## src/rtl/credit_link_pkg.sv

```systemverilog
package credit_link_pkg;
  // Strobes from the control to the datapath
  typedef struct packed {
    logic push;  // word launched onto the forward link
    logic pop;   // head word leaves the receiver FIFO
  } linkStrobes_t;
endpackage

```

## src/rtl/credit_ctrl.sv

```systemverilog
module credit_ctrl
  import credit_link_pkg::*;
#(
  parameter int INIT_CREDITS = 4
) (
  input  logic         clk,
  input  logic         rstN,
  input  logic         enqValid,
  output logic         enqReady,
  input  logic         deqReady,
  input  logic         fifoNotEmpty,
  input  logic         creditRet,
  output linkStrobes_t strobes
);
  localparam int CNT_W = $clog2(INIT_CREDITS + 1);
  localparam logic [CNT_W-1:0] CNT_INIT = CNT_W'(INIT_CREDITS);

  logic [CNT_W-1:0] credits;

  assign enqReady     = (credits != '0);
  assign strobes.push = enqValid && enqReady;
  assign strobes.pop  = deqReady && fifoNotEmpty;

  always_ff @(posedge clk) begin
    if (!rstN) begin
      credits <= CNT_INIT;
    end else begin
      case ({strobes.push, creditRet})
        2'b10:   credits <= credits - 1'b1;
        2'b01:   credits <= credits + 1'b1;
        default: credits <= credits;
      endcase
    end
  end

  AST_CREDIT_BOUND: assert property (@(posedge clk) disable iff (!rstN)
    credits <= CNT_INIT);
  AST_CREDIT_HOLD: assert property (@(posedge clk) disable iff (!rstN)
    (strobes.push && creditRet) |=> $stable(credits));
  AST_CREDIT_DEC: assert property (@(posedge clk) disable iff (!rstN)
    (strobes.push && !creditRet) |=> (credits == $past(credits) - 1'b1));
  AST_NO_SEND_EMPTY: assert property (@(posedge clk) disable iff (!rstN)
    (credits == '0 && !creditRet) |=> (credits == '0 || $past(creditRet)));
endmodule

```

## src/rtl/credit_dpath.sv

```systemverilog
module credit_dpath
  import credit_link_pkg::*;
#(
  parameter int DATA_W     = 8,
  parameter int FIFO_DEPTH = 4,
  parameter int FWD_STAGES = 1,
  parameter int BWD_STAGES = 1
) (
  input  logic              clk,
  input  logic              rstN,
  input  linkStrobes_t      strobes,
  input  logic [DATA_W-1:0] enqData,
  output logic [DATA_W-1:0] deqData,
  output logic              fifoNotEmpty,
  output logic              creditRet,
  output logic              overflowErr
);
  localparam int PTR_W = (FIFO_DEPTH > 1) ? $clog2(FIFO_DEPTH) : 1;
  localparam int CNT_W = $clog2(FIFO_DEPTH + 1);
  localparam logic [PTR_W-1:0] PTR_LAST = PTR_W'(FIFO_DEPTH - 1);
  localparam logic [CNT_W-1:0] CNT_FULL = CNT_W'(FIFO_DEPTH);

  // Forward link stages
  logic [FWD_STAGES-1:0] fwdValid;
  logic [DATA_W-1:0]     fwdData [FWD_STAGES];

  always_ff @(posedge clk) begin
    if (!rstN) begin
      fwdValid <= '0;
    end else begin
      fwdValid[0] <= strobes.push;
      for (int i = 1; i < FWD_STAGES; i++) fwdValid[i] <= fwdValid[i-1];
    end
  end

  always_ff @(posedge clk) begin
    fwdData[0] <= enqData;
    for (int i = 1; i < FWD_STAGES; i++) fwdData[i] <= fwdData[i-1];
  end

  // Receiver FIFO
  logic [DATA_W-1:0] mem [FIFO_DEPTH];
  logic [PTR_W-1:0]  wrPtr, rdPtr;
  logic [CNT_W-1:0]  count;
  logic              arrive, full, fifoWr;

  assign arrive       = fwdValid[FWD_STAGES-1];
  assign full         = (count == CNT_FULL);
  assign fifoWr       = arrive && !full;
  assign fifoNotEmpty = (count != '0);
  assign deqData      = mem[rdPtr];

  always_ff @(posedge clk) begin
    if (fifoWr) mem[wrPtr] <= fwdData[FWD_STAGES-1];
  end

  always_ff @(posedge clk) begin
    if (!rstN) begin
      wrPtr       <= '0;
      rdPtr       <= '0;
      count       <= '0;
      overflowErr <= 1'b0;
    end else begin
      if (fifoWr)      wrPtr <= (wrPtr == PTR_LAST) ? '0 : wrPtr + 1'b1;
      if (strobes.pop) rdPtr <= (rdPtr == PTR_LAST) ? '0 : rdPtr + 1'b1;
      case ({fifoWr, strobes.pop})
        2'b10:   count <= count + 1'b1;
        2'b01:   count <= count - 1'b1;
        default: count <= count;
      endcase
      if (arrive && full) overflowErr <= 1'b1;
    end
  end

  // Backward credit stages
  logic [BWD_STAGES-1:0] bwdCredit;

  always_ff @(posedge clk) begin
    if (!rstN) begin
      bwdCredit <= '0;
    end else begin
      bwdCredit[0] <= strobes.pop;
      for (int i = 1; i < BWD_STAGES; i++) bwdCredit[i] <= bwdCredit[i-1];
    end
  end

  assign creditRet = bwdCredit[BWD_STAGES-1];

  AST_NO_OVERFLOW: assert property (@(posedge clk) disable iff (!rstN)
    arrive |-> !full);
  AST_POP_NONEMPTY: assert property (@(posedge clk) disable iff (!rstN)
    strobes.pop |-> (count != '0));
  AST_COUNT_BOUND: assert property (@(posedge clk) disable iff (!rstN)
    count <= CNT_FULL);
  AST_CREDIT_LAUNCH: assert property (@(posedge clk) disable iff (!rstN)
    strobes.pop |=> bwdCredit[0]);
endmodule

```

## src/rtl/credit_link.sv

```systemverilog
module credit_link
  import credit_link_pkg::*;
#(
  parameter int DATA_W       = 8,
  parameter int FIFO_DEPTH   = 4,
  parameter int INIT_CREDITS = 4,
  parameter int FWD_STAGES   = 1,
  parameter int BWD_STAGES   = 1
) (
  input  logic              clk,
  input  logic              rstN,
  input  logic              enqValid,
  input  logic [DATA_W-1:0] enqData,
  output logic              enqReady,
  output logic              deqValid,
  output logic [DATA_W-1:0] deqData,
  input  logic              deqReady,
  output logic              overflowErr
);
  linkStrobes_t strobes;
  logic         fifoNotEmpty;
  logic         creditRet;

  credit_ctrl #(
    .INIT_CREDITS(INIT_CREDITS)
  ) i_ctrl (
    .clk         (clk),
    .rstN        (rstN),
    .enqValid    (enqValid),
    .enqReady    (enqReady),
    .deqReady    (deqReady),
    .fifoNotEmpty(fifoNotEmpty),
    .creditRet   (creditRet),
    .strobes     (strobes)
  );

  credit_dpath #(
    .DATA_W    (DATA_W),
    .FIFO_DEPTH(FIFO_DEPTH),
    .FWD_STAGES(FWD_STAGES),
    .BWD_STAGES(BWD_STAGES)
  ) i_dpath (
    .clk         (clk),
    .rstN        (rstN),
    .strobes     (strobes),
    .enqData     (enqData),
    .deqData     (deqData),
    .fifoNotEmpty(fifoNotEmpty),
    .creditRet   (creditRet),
    .overflowErr (overflowErr)
  );

  assign deqValid = fifoNotEmpty;
endmodule

```

## config.mk

```make
export PLATFORM = sky130hd
export DESIGN_NAME = credit_link
export DESIGN_NICKNAME = d
export VERILOG_FILES = /design/src/rtl/credit_link_pkg.sv /design/src/rtl/credit_ctrl.sv /design/src/rtl/credit_dpath.sv /design/src/rtl/credit_link.sv
export SDC_FILE = /design/constraint.sdc
export NUM_CORES = 1
export LEC_CHECK = 0
export ABC_AREA = 0
export CAP_MARGIN = 10
export CORE_MARGIN = 2
export CORE_UTILIZATION = 40
export DETAILED_ROUTE_END_ITERATION = 10
export GPL_ROUTABILITY_DRIVEN = 0
export GPL_TIMING_DRIVEN = 0
export PLACE_DENSITY = 0.65
export SYNTH_ARGS = -nofsm -noshare
export SYNTH_HDL_FRONTEND = slang
export SYNTH_HIERARCHICAL = 1
export SYNTH_SLANG_ARGS = --single-unit
```

## constraint.sdc

```tcl
create_clock -name clk -period 7 [get_ports clk]
set_input_delay 2.1 -clock clk [delete_from_list [all_inputs] [get_ports clk]]
set_output_delay 2.1 -clock clk [all_outputs]
set_load 0.02 [all_outputs]
```

==> impl_metrics.toml <==
[status]
run_status = "completed"

[timing]
fin_crit_ns = 4.09
relSlewSlack_pct = 65.2
setup_tns_ns = 0
final_hold_viol_count = 0
rsz0062_at_grt = "no"
tightest_slew_ns = 0.522
drv_slew = 0
fmaxAchievable_mhz = 244
timing.hold.ws_ns = 0.484
fin_skew_ns = 0.00694
setup_viol = 0
timing.final.crit_share_pct = 58.5
worst_slack_ns = 2.91

[critical_path]
slowest_stage = "mux4_2"
crit_type = "reg -> out"
crit_path_max_incr_delay_ns = 0.55
r2r-end = "i_dpath/count[2]$_SDFFE_PN0P_"
critPathTopFamily = "buffers and inverters"
r2r_cells = 9
r2r_setup_slack_ns = 4.54
path_buf_inv = 2
critical_path.cell_chain = "buf_2 > mux4_2 > clkdlybuf4s50_1"
setup.worst_path.start_class = "register"
arrival_ns = 1.99
cp-end-kind = "primary output"
r2r-start = "i_dpath/count[2]$_SDFFE_PN0P_"
crit_required_ns = 4.90
path_max_fanout = 8

[cts]
path_clk_slew_ns = 0.09
cts_tree = "built"
cts_root_buffer = "clkbuf_8"
cts_setup_buffers = 0
clock_latency_ns = 0.30
cts_buffer_depth = 2
hold_buffers = 0
htreeDepth = 2
cts_buffers = 5
ctsResizeCount = 0
cts.sinks = 55

[detailed_routing]
first_pass_iters = 4
drc_errors = 0
finalWirelength_um = 3150
drtIter0Drc = 88
postRouteAntennaNets = 0
num_vias = 1059
via_per_inst = 4.69
wl_per_cell_um = 13.9

[floorplan]
core_area_um2 = 5040
num_io_pins = 23
rows = 26
die_h_um = 75.9
start_util_pct = 41.0
die_w_um = 75.9
die_area_um2 = 5760

[finish]
syn_to_final_growth_pct = 19.3
drive_above_1_share_pct = 16.0
layout_common_cells = "edfxtp_1 (32), dfxtp_1 (23), clkdlybuf4s50_1 (22)"
diodes = 0
finalNetCount = 176
final_common_cell = "edfxtp_1"
layout.cells.non_filler = 226

[grt]
grt_max_degree = 17
grt_usage_pct = 12.7
antenna_found_initial = 0
grt_pass1_wl_um = 5110
grt_pass1_vias = 1064
grt_overflow = 0

[synth]
synth_top_area_cell = "edfxtp_1"
syn_area_um2 = 2070
synth_area_leaders = "edfxtp_1 (47%), dfxtp_1 (22%), mux4_2 (8.7%)"
ys_types = 27
synth_top_area_share_pct = 46.5
syn-num-nets = 147
muxShareOfSynthArea_pct = 10.7
synth_xor_xnor_area_share_pct = 1.70
ys_warn_count = 6
synthSimpleGateAreaFrac_pct = 8.84
synth_top_family_by_area = "multiplexers"
synth_fa_ha_area_share_pct = 6.18
synth-compound-area-share_pct = 1.76
syn_avg_cell_area_um2 = 16.4
synth_seq_cells = 55
postSynthCellCount = 126
synth-seq-area-share_pct = 68.8

[min_path]
min_from = "i_dpath/fwdData[0][7]$_DFF_P_"
holdPathEnd = "i_dpath/mem[3][7]$_DFFE_PP_"
hold_path_depth = 0
min_path_type = "reg -> reg"

[run]
max-cap-violations = 0

[power]
p_per_area_nw_per_um2 = 337
vdd_drop_max_uv = 158
static-leakage-power_nw = 0.858

[placed_design]
port_buffers = 22
post-place-ws_ns = 2.69
dp_hpwl_um = 2140
dp_cells = 218
## worst reg2reg max path, delay by kind of cell, from the launching register on
| kind | cells | cell delay (ns) |
|---|---|---|
| buf+inv | 2 | 0.11 |
| simple gates | 3 | 1.02 |
| flops | 1 | 0.38 |
| xor+xnor | 1 | 0.16 |
| fa+ha+maj | 2 | 0.56 |
| compound gates | 1 | 0.16 |
## worst max-delay path by stage
stage / endpoint / cells past startpoint
CTS: deqData[1] / 3
global route: deqData[7] / 3
global placement: i_dpath/count[2]$_SDFFE_PN0P_ / 8
detailed placement: i_dpath/count[2]$_SDFFE_PN0P_ / 8
floorplan: i_dpath/count[2]$_SDFFE_PN0P_ / 7
finish: deqData[4] / 3
## state kept, by name, summed over array words and instances (netlist names), named ones only
register,cells
i_dpath/mem,32
i_dpath/fwdData,8
i_ctrl/credits,3
i_dpath/count,3
i_dpath/rdPtr,2
i_dpath/wrPtr,2
i_dpath/arrive,1
i_dpath/creditRet,1
i_dpath/overflowErr,1
## routing by layer
layer,GRT usage [%],vias up,routed length (um)
met4,5.85,0,51
met1,15.1,519,1350
met2,21.2,22,1620
met5,0,-,0
met3,3.97,7,124
li1,-,511,-
## final cells by class
| cell class | count | area, um2 |
|---|---|---|
| Tap cell | 70 | 87.6 |
| Buffer | 3 | 12.5 |
| Timing Repair Buffer | 22 | 220 |
| Inverter | 8 | 30.0 |
| Multi-Input combinational cell | 60 | 602 |
| Fill cell | 440 | 2580 |
| Sequential cell | 55 | 1420 |
| Clock inverter | 1 | 5.00 |
| Clock buffer | 7 | 86.3 |
## stage by stage
| stage | total power, mW | util, % | instance area (um2) |
|---|---|---|---|
| after floorplan | 0.581 | - | 2070 |
| after global placement | 0.656 | 47.1 | 2370 |
| after detailed placement | 0.667 | 47.1 | 2370 |
| after CTS | 0.842 | 48.9 | 2460 |
| after global routing | 0.889 | 48.9 | 2460 |
| final | 0.831 | 48.9 | 2460 |
## power breakdown
group	internal, mW	switching (mW)
Sequential	0.380	0.0264
Combinational	0.132	0.117
Clock	0.0800	0.0953
Total	0.592	0.239
## synth_stat cells
library cell  count
a21boi_0          1
a41oi_1           1
and2_1            6
and2_4            1
and3_2            4
buf_1             1
buf_2             1
clkbuf_1          1
dfxtp_1          23
edfxtp_1         32
fa_1              2
ha_1              7
inv_1             8
mux2i_1           4
mux4_2            8
nand2_1           5
nand3_1           1
nand4_1           1
nor2_1            2
nor2b_1           4
o21ai_0           4
or3_1             1
or3_2             2
or3_4             1
or3b_4            1
xnor2_1           2
xor2_1            2
## cell families after synthesis
family,after synthesis
AO/OA/AOI/OAI,6
AND/OR/NAND/NOR,29
flip-flops,55
XOR/XNOR,4
buffers and inverters,11
adder cells (fa/ha/maj),9
multiplexers,12
Note: power is estimated with default switching activity, not from simulation.
